File: config.mk
export PLATFORM = sky130hd
export DESIGN_NAME = adc_pwr_mode_tracker
export DESIGN_NICKNAME = d
export VERILOG_FILES = /design/src/rtl/adc_pm_pkg.sv /design/src/rtl/adc_pm_sync.sv /design/src/rtl/adc_pm_frame_counter.sv /design/src/rtl/adc_pm_timer.sv /design/src/rtl/adc_pm_mode_ctrl.sv /design/src/rtl/adc_pwr_mode_tracker.sv
export SDC_FILE = /design/constraint.sdc
export NUM_CORES = 1
export LEC_CHECK = 0
export CORE_UTILIZATION = 45
export DETAILED_ROUTE_END_ITERATION = 8
export PLACE_DENSITY = 0.73
export SLEW_MARGIN = 25
export SYNTH_ARGS = -nofsm -noshare
export SYNTH_HDL_FRONTEND = slang
export SYNTH_HIERARCHICAL = 1
export SYNTH_SLANG_ARGS = --single-unit
File: constraint.sdc
create_clock -name clk -period 2.1 [get_ports clk]
set_clock_uncertainty 0.15 [all_clocks]
set_input_delay 0.42 -clock clk [delete_from_list [all_inputs] [get_ports clk]]
set_output_delay 0.42 -clock clk [all_outputs]
set_load 0.005 [all_outputs]
File: src/rtl/adc_pm_pkg.sv
package adc_pm_pkg;

  typedef enum logic [1:0] {
    PM_NORMAL  = 2'd0,
    PM_PARTIAL = 2'd1,
    PM_FULL    = 2'd2
  } pm_mode_e;

  // one-cycle events produced by the frame counter
  typedef struct packed {
    logic start;    // chip select fell
    logic tenth;    // wake threshold edge reached
    logic last;     // final edge of a full frame reached
    logic abort;    // chip select released inside the abort window
  } frame_evt_t;

endpackage

File: src/rtl/adc_pm_sync.sv
module adc_pm_sync #(
  parameter int W      = 2,
  parameter int STAGES = 2,
  parameter logic [W-1:0] RST_VAL = '1
) (
  input  logic         clk,
  input  logic         rst,
  input  logic [W-1:0] d,
  output logic [W-1:0] q
);

  generate
    for (genvar b = 0; b < W; b++) begin : g_bit
      logic [STAGES-1:0] chain;
      always_ff @(posedge clk) begin
        if (rst) chain <= {STAGES{RST_VAL[b]}};
        else     chain <= {chain[STAGES-2:0], d[b]};
      end
      assign q[b] = chain[STAGES-1];
    end
  endgenerate

endmodule

File: src/rtl/adc_pm_frame_counter.sv
module adc_pm_frame_counter
  import adc_pm_pkg::*;
#(
  parameter int FRAME_CLKS = 16,
  parameter int ABORT_LO   = 2,
  parameter int WAKE_EDGE  = 10,
  localparam int CW        = $clog2(FRAME_CLKS + 1)
) (
  input  logic       clk,
  input  logic       rst,
  input  logic       cs_n_s,
  input  logic       sclk_s,
  output frame_evt_t evt
);

  logic          cs_q, sclk_q;
  logic [CW-1:0] edge_cnt;
  logic          cs_fall, cs_rise, sclk_fall;
  logic          in_window;

  assign cs_fall   = cs_q & ~cs_n_s;
  assign cs_rise   = ~cs_q & cs_n_s;
  assign sclk_fall = sclk_q & ~sclk_s & ~cs_n_s;
  assign in_window = (edge_cnt >= CW'(ABORT_LO)) && (edge_cnt < CW'(WAKE_EDGE));

  always_ff @(posedge clk) begin
    if (rst) begin
      cs_q     <= 1'b1;
      sclk_q   <= 1'b1;
      edge_cnt <= '0;
      evt      <= '0;
    end else begin
      cs_q   <= cs_n_s;
      sclk_q <= sclk_s;
      evt    <= '0;
      if (cs_fall) begin
        edge_cnt  <= '0;
        evt.start <= 1'b1;
      end else if (sclk_fall && edge_cnt < CW'(FRAME_CLKS)) begin
        edge_cnt  <= edge_cnt + 1'b1;
        evt.tenth <= (edge_cnt == CW'(WAKE_EDGE - 1));
        evt.last  <= (edge_cnt == CW'(FRAME_CLKS - 1));
      end
      if (cs_rise) evt.abort <= in_window;
    end
  end

endmodule

File: src/rtl/adc_pm_timer.sv
module adc_pm_timer #(
  parameter int PWRUP_CYCLES = 300,
  localparam int TW          = $clog2(PWRUP_CYCLES + 1)
) (
  input  logic clk,
  input  logic rst,
  input  logic load,
  input  logic cancel,
  output logic done
);

  logic [TW-1:0] remain;

  always_ff @(posedge clk) begin
    if (rst)                remain <= '0;
    else if (cancel)        remain <= '0;
    else if (load)          remain <= TW'(PWRUP_CYCLES);
    else if (remain != '0)  remain <= remain - 1'b1;
  end

  assign done = (remain == '0);

endmodule

File: src/rtl/adc_pm_mode_ctrl.sv
module adc_pm_mode_ctrl
  import adc_pm_pkg::*;
(
  input  logic       clk,
  input  logic       rst,
  input  frame_evt_t evt,
  input  logic       tmr_done,
  output logic       tmr_load,
  output logic       tmr_cancel,
  output pm_mode_e   mode,
  output logic       powered,
  output logic       data_valid
);

  pm_mode_e mode_nxt;
  logic     start_ok;

  always_comb begin
    mode_nxt   = mode;
    tmr_load   = 1'b0;
    tmr_cancel = 1'b0;
    if (evt.abort) begin
      unique case (mode)
        PM_NORMAL: begin
          mode_nxt   = PM_PARTIAL;
          tmr_cancel = 1'b1;
        end
        PM_PARTIAL: mode_nxt = PM_FULL;
        default:    mode_nxt = PM_FULL;
      endcase
    end else if (evt.tenth) begin
      if (mode == PM_FULL) begin
        mode_nxt = PM_NORMAL;
        tmr_load = 1'b1;
      end else if (mode == PM_PARTIAL) begin
        mode_nxt = PM_NORMAL;
      end
    end
  end

  always_ff @(posedge clk) begin
    if (rst) begin
      mode       <= PM_FULL;
      powered    <= 1'b0;
      data_valid <= 1'b0;
      start_ok   <= 1'b0;
    end else begin
      mode       <= mode_nxt;
      powered    <= (mode_nxt == PM_NORMAL) && tmr_done && !tmr_load;
      data_valid <= evt.last && start_ok;
      if (evt.start) start_ok <= powered;
    end
  end

endmodule

File: src/rtl/adc_pwr_mode_tracker.sv
module adc_pwr_mode_tracker
  import adc_pm_pkg::*;
#(
  parameter int FRAME_CLKS   = 16,
  parameter int ABORT_LO     = 2,
  parameter int WAKE_EDGE    = 10,
  parameter int PWRUP_CYCLES = 300,
  parameter int SYNC_STAGES  = 2
) (
  input  logic       clk,
  input  logic       rst,
  input  logic       cs_n_in,
  input  logic       sclk_in,
  output logic [1:0] mode_o,
  output logic       powered_o,
  output logic       data_valid_o
);

  logic [1:0] line_s;
  frame_evt_t evt;
  logic       tmr_load, tmr_cancel, tmr_done;
  pm_mode_e   mode;

  adc_pm_sync #(.W(2), .STAGES(SYNC_STAGES), .RST_VAL(2'b11)) u_sync (
    .clk (clk),
    .rst (rst),
    .d   ({sclk_in, cs_n_in}),
    .q   (line_s)
  );

  adc_pm_frame_counter #(
    .FRAME_CLKS (FRAME_CLKS),
    .ABORT_LO   (ABORT_LO),
    .WAKE_EDGE  (WAKE_EDGE)
  ) u_frame (
    .clk    (clk),
    .rst    (rst),
    .cs_n_s (line_s[0]),
    .sclk_s (line_s[1]),
    .evt    (evt)
  );

  adc_pm_timer #(.PWRUP_CYCLES(PWRUP_CYCLES)) u_timer (
    .clk    (clk),
    .rst    (rst),
    .load   (tmr_load),
    .cancel (tmr_cancel),
    .done   (tmr_done)
  );

  adc_pm_mode_ctrl u_ctrl (
    .clk        (clk),
    .rst        (rst),
    .evt        (evt),
    .tmr_done   (tmr_done),
    .tmr_load   (tmr_load),
    .tmr_cancel (tmr_cancel),
    .mode       (mode),
    .powered    (powered_o),
    .data_valid (data_valid_o)
  );

  assign mode_o = mode;

endmodule

After elaboration in Yosys (flattened, before gate mapping)
Index checks and enable logic that the tools add are counted.
- bits in registers: 29
- bits of input ports: 4
- output and inout port bits: 4
- logic and storage cells: 62
- $add $sub $neg: 2
- order comparisons: 3
- equal/unequal tests: 4
- multiplexer cells: 13
- bitwise gates (word level): 9
- reductions and logical operators: 16
- operators with widths (kind ; number):
    2-to-1 mux 9 bit ; 2
    equality test 5 x 4 -> 1 bit, second input constant ; 2
    2-to-1 mux 2 bit ; 5
    logical NOT 9 bit ; 1
    nonzero test 9 bit ; 1
    subtractor 9 x 1 -> 9 bit, second input constant ; 1
    2-to-1 mux 1 bit ; 6
    OR reduction 2 bit ; 3
    OR reduction 3 bit ; 2
    adder 5 x 1 -> 5 bit, second input constant ; 1
    greater-or-equal comparator 5 x 2 -> 1 bit, second input constant ; 1
    logical AND 1 bit ; 5
    < comparator 5 x 4 -> 1 bit, second input constant ; 1
    < comparator 5 bit, second input constant ; 1
    NOT 1 bit ; 5
    AND 1 bit ; 4
    logical NOT 2 bit ; 2
    equality test 2 x 1 -> 1 bit, second input constant ; 1
    equality test 2 bit, second input constant ; 1
    nonzero test 2 bit ; 1
    logical NOT 1 bit ; 1

Logic depth before layout (Yosys ltp)
Gate-level depths: netlist (run 1).
- depth after elaboration: 8
- gate-level depth with buffers: 6
- mapped depth without buffers: 6

Modules after synthesis
The synthesis (run 1) kept the hierarchy.
- modules (own cells, without submodules) (module ; instances ; cells each ; area each (um2) ; sequential area each (um2)):
    adc_pm_frame_counter ; 1 ; 50 ; 481.7 ; 220.2
    adc_pm_timer ; 1 ; 55 ; 466.7 ; 180.2
    adc_pm_mode_ctrl ; 1 ; 20 ; 197.7 ; 100.1
    adc_pm_sync ; 1 ; 10 ; 120.1 ; 80.1

Worst setup path before layout (run 1)
OpenSTA, ideal clock, no wires.
- path type: register to register
- start: register u_timer.remain[0]
- end: register u_timer.remain[5]
- library setup time: 0.125 ns
- arrival time: 1.370 ns
- required time: 1.825 ns
- slack: 0.455 ns
- cell stages (with the launch flop): 7
- buffers on the path: 1
- clock period less this slack: 1.645 ns
- cell sequence: dfxtp_1 > inv_1 > ha_1 > or4b_1 > clkbuf_2 > o211ai_1 > a31oi_1
- longest elaborated chain between the ends: 3
- elaborated cells between the ends (all ways): 5
- classes of those cells: add/sub (1); mux (2); reduce/logical (2)
- RTL lines (item ; line ; RTL):
    start: declaration ; adc_pm_timer.sv:12 ; logic [TW-1:0] remain;
    start signal: assignment ; adc_pm_timer.sv:17 ; else if (load) remain <= TW'(PWRUP_CYCLES);
    start signal: assignment ; adc_pm_timer.sv:18 ; else if (remain != '0) remain <= remain - 1'b1;
    subtractor 9 x 1 -> 9 bit ; adc_pm_timer.sv:18 ;
    2-to-1 mux 9 bit ; adc_pm_timer.sv:18 ;
    2-to-1 mux 9 bit ; adc_pm_timer.sv:17 ;
Several ways; a longest one is shown, not always the timed one. The select of a mux whose other input is x is not followed.
A chain may end at the register's enable or synchronous reset.

Worst setup path after layout (run 1)
- start: register u_timer.remain[0]
- end: register u_ctrl.powered
- longest elaborated chain between the ends: 3
- RTL lines (item ; line ; RTL):
    logical NOT 9 bit ; adc_pm_timer.sv:21 ; assign done = (remain == '0);
    named net tmr_done ; adc_pwr_mode_tracker.sv:21 ; logic tmr_load, tmr_cancel, tmr_done;
    logical AND 1 bit (2 in series) ; adc_pm_mode_ctrl.sv:49 ; powered <= (mode_nxt == PM_NORMAL) && tmr_done && !tmr_load;
    end signal: assignment ; adc_pm_mode_ctrl.sv:49 ;
    end: declaration ; adc_pm_mode_ctrl.sv:11 ; output logic powered,
The timed path passes the listed nets, and every way through them passes these cells.

==> impl_metrics.csv, run 1 <==
group,metric,value,unit
timing,min_period,1890,ps
logic_synthesis,syn-num-nets,144,
placed_design,place_congestion,0.849,
placed_design,post_dp_cell_area,1360,µm²
power,ir_drop,621,µV
logic_synthesis,synth-main-ff-cell,"dfxtp_1",
timing,max_freq,528,MHz
placed_design,port_buffers,7,
run_status,status,"finished clean",
run,maxCapViolCount,0,
finish,drive_above_1_share,13.6,%
clock_tree,htree_levels,2,
route,wl,2220,µm
logic_synthesis,yosys_warnings,6,
clock_tree,numCtsBuffers,5,
timing,fin_setup_tns,0,ps
route,dr.pass1.iters,4,
clock_tree,postCtsHoldBufs,0,
logic_synthesis,async_reset_ff_share,0,%
global_route,grt_max_degree,12,
worst_setup_path,cp_data_required_time,2200,ps
clock_tree,cts_resized,0,
global_route,grt-ovfl-total,0,
global_route,grt_pass1_vias,871,
timing,timing.final.crit_share,90.1,%
logic_synthesis,ys_types,42,
die,initial_core_util,49.3,%
logic_synthesis,syn_area,1270,µm²
die,dieArea,3030,µm²
logic_synthesis,synth_seq_area_share,45.8,%
worst_setup_path,worst-path-max-fanout,8,
logic_synthesis,postSynthAreaPerCell,9.38,µm²
worst_setup_path,path_class,"flop to flop",
logic_synthesis,synth_area_leaders,"dfxtp_1 (46%), ha_1 (4.9%), inv_1 (3.9%), nor2_1 (3.0%), nor3b_1 (3.0%)",
clock_tree,cts.sinks,29,
finish,diodes,0,
route,drtIter0Drc,19,
finish,fin_cells,177,
finish,area_growth_syn_to_layout,11.5,%
finish,fill_cells,235,
global_route,antenna_found_initial,0,
clock_tree,insertion_delay,330,ps
clock_tree,clk_path_buf_depth,2,
finish,nets,155,
logic_synthesis,synth_top_cell_area_share,45.8,%
timing,rsz0062_at_grt,"false",
logic_synthesis,synth-seq-cells,29,
power,leakage,0.507,nW
power,p_comb_share,30.4,%
clock_tree,clk_pin_slew,90,ps
die,ios,8,
route,ant_nets,0,
logic_synthesis,syn_inst,135,
clock_tree,cts_root_buf,"clkbuf_4",
worst_setup_path,cp-start-kind,"flop",
power,p_seq_share,47.8,%
timing,maxSlewViolCount,0,
route,viasPerCell,5.69,
die,die_w,55.0,µm
route,via_count,1007,
logic_synthesis,yosysTopAreaCell,"dfxtp_1",
die,core_area,2570,µm²
worst_setup_path,arrival,1990,ps
finish,final_area,1410,µm²
global_route,grt_pass1_wl,3710,µm
timing,slew_headroom,61.0,%
worst_hold_path,holdCritPathClass,"flop to flop",
power,p_sw,0.000547,W
clock_tree,cts_setup_buffers,0,
route,drc_errors,0,
global_route,track_usage,18.5,%
logic_synthesis,synth-edff-count,0,
power,netSwitchingFraction,36.9,%
route,routedWlPerCell,12.5,µm
placed_design,dp_cells,169,
timing,finalSetupViolCount,0,
timing,hold_viol,0,
timing,tightest_slew,583,ps
worst_setup_path,cp-end-kind,"flop",
clock_tree,cts_tree,"done",
die,die_height,55.0,µm
power,p_int,0.000936,W
die,rows,18,
placed_design,place_hpwl,1600,µm
power,clockPowerShare,21.8,%
power,p_total,0.00148,W
power,power_density,1050,nW/µm²
==> critical path, stage by stage (launching register included) <==
cell	delay, ps
dfxtp_1	360
inv_1	70
ha_1	200
or4b_1	590
nor2_1	240
nor4b_2	210
==> worst paths after layout <==
kind	startpoint	to	slack [ps]	cells after the start
worst max register to register	u_timer/remain[0]	u_ctrl/powered	210	5
worst min-delay path	u_sync/g_bit[0].chain[0]	u_sync/g_bit[0].chain[1]	260	1
worst max-delay path	u_timer/remain[0]	u_ctrl/powered	210	5
worst min register to register	u_sync/g_bit[0].chain[0]	u_sync/g_bit[0].chain[1]	260	1
==> registers in the layout (all words and copies together) (netlist names) <==
signal              flops
u_ctrl/mode             2
u_ctrl/powered          1
u_frame/cs_q            1
u_frame/evt             4
u_timer/remain          9
u_ctrl/start_ok         1
u_sync/g_bit.chain      4
u_frame/edge_cnt        5
u_ctrl/data_valid       1
u_frame/sclk_q          1
==> routing by layer <==
metal / global-route usage (%) / vias to the layer above / part of all wire (%)
li1: - / 500 / -
met1: 20.9 / 483 / 45
met2: 29.1 / 18 / 49
met3: 5.74 / 6 / 3.6
met4: 13.3 / 0 / 2.1
met5: 0 / - / 0
==> placed cells by master, fill, tap and decap left out, types with 2 or more instances in the layout <==
| cell | n |
|---|---|
| dfxtp_1 | 29 |
| inv_1 | 13 |
| nor2_1 | 10 |
| clkdlybuf4s50_1 | 7 |
| a21oi_1 | 7 |
| nor3_1 | 6 |
| clkbuf_4 | 5 |
| nor3b_1 | 5 |
| or2_1 | 5 |
| o21ai_0 | 5 |
| ha_1 | 5 |
| nand2_1 | 4 |
| a31oi_1 | 3 |
| or2_2 | 3 |
| clkinv_2 | 2 |
| nor2b_1 | 2 |
| nand2b_1 | 2 |
| and3_1 | 2 |
| a21o_2 | 2 |
| nand3_1 | 2 |
| xnor2_1 | 2 |
| or4_1 | 2 |
| o41ai_1 | 2 |
| o21ai_1 | 2 |
==> area by class of cell <==
class / instances / area [µm²] / area share [%]
flip-flops and latches: 29 / 581 / 41.1
multi-input cells: 88 / 608 / 43.1
well taps: 30 / 37.5 / 2.66
inverters: 14 / 52.6 / 3.72
repair buffers: 8 / 77.6 / 5.50
clock buffers: 5 / 37.5 / 2.66
clock inverters: 3 / 17.5 / 1.24
==> power groups by stage <==
| stage | Sequential (W) | Combinational, W | Clock (W) |
|---|---|---|---|
| 2_1_floorplan | 0.000698 | 0.000382 | 0 |
| 3_3_place_gp | 0.000716 | 0.000428 | 0 |
| 5_1_grt | 0.000720 | 0.000515 | 0.000360 |
| 6_report | 0.000709 | 0.000451 | 0.000323 |
| 3_5_place_dp | 0.000720 | 0.000441 | 0 |
| 4_1_cts | 0.000708 | 0.000449 | 0.000333 |
==> per-stage QoR <==
stage	setup WS, ps	util [%]	hold slack, ps
2_1_floorplan	455	-	233
5_1_grt	88.2	55.0	278
6_report	207	55.0	262
3_3_place_gp	232	52.8	236
4_1_cts	197	55.0	266
3_5_place_dp	192	52.8	243
==> synth_stat cells (2+ instances only) <==
cell / instances
a21o_2: 2
a21oi_1: 7
a31oi_1: 3
and3_1: 2
buf_4: 2
dfxtp_1: 29
ha_1: 5
inv_1: 13
nand2_1: 4
nand2b_1: 2
nand3_1: 2
nor2_1: 10
nor2b_1: 2
nor3_1: 6
nor3b_1: 5
o21ai_0: 5
o21ai_1: 2
o41ai_1: 2
or2_1: 5
or2_2: 3
or4_1: 2
xnor2_1: 2
==> logic make-up (layout without fill, tap and decap cells) <==
logic type	Yosys count	in the layout	synth area share, %
flip-flops	29	29	45.9
adder cells (fa/ha/maj)	5	5	4.94
multiplexers	1	1	0.791
AND/OR/NAND/NOR	51	51	25.4
AO/OA/AOI/OAI	29	29	15.5
XOR/XNOR	2	2	1.38
buffers and inverters	18	30	6.13
Note: power is estimated with default switching activity, not from simulation.
==> run 2, diff against run 1 <==
--- a/config.mk
+++ b/config.mk
@@ -5,6 +5,7 @@
 export SDC_FILE = /design/constraint.sdc
 export NUM_CORES = 1
 export LEC_CHECK = 0
+export CAP_MARGIN = 20
 export CORE_UTILIZATION = 45
 export DETAILED_ROUTE_END_ITERATION = 8
 export PLACE_DENSITY = 0.73
==> results of run 2 <==
The final DEF is identical to that of run 1; final timing and power are the same.
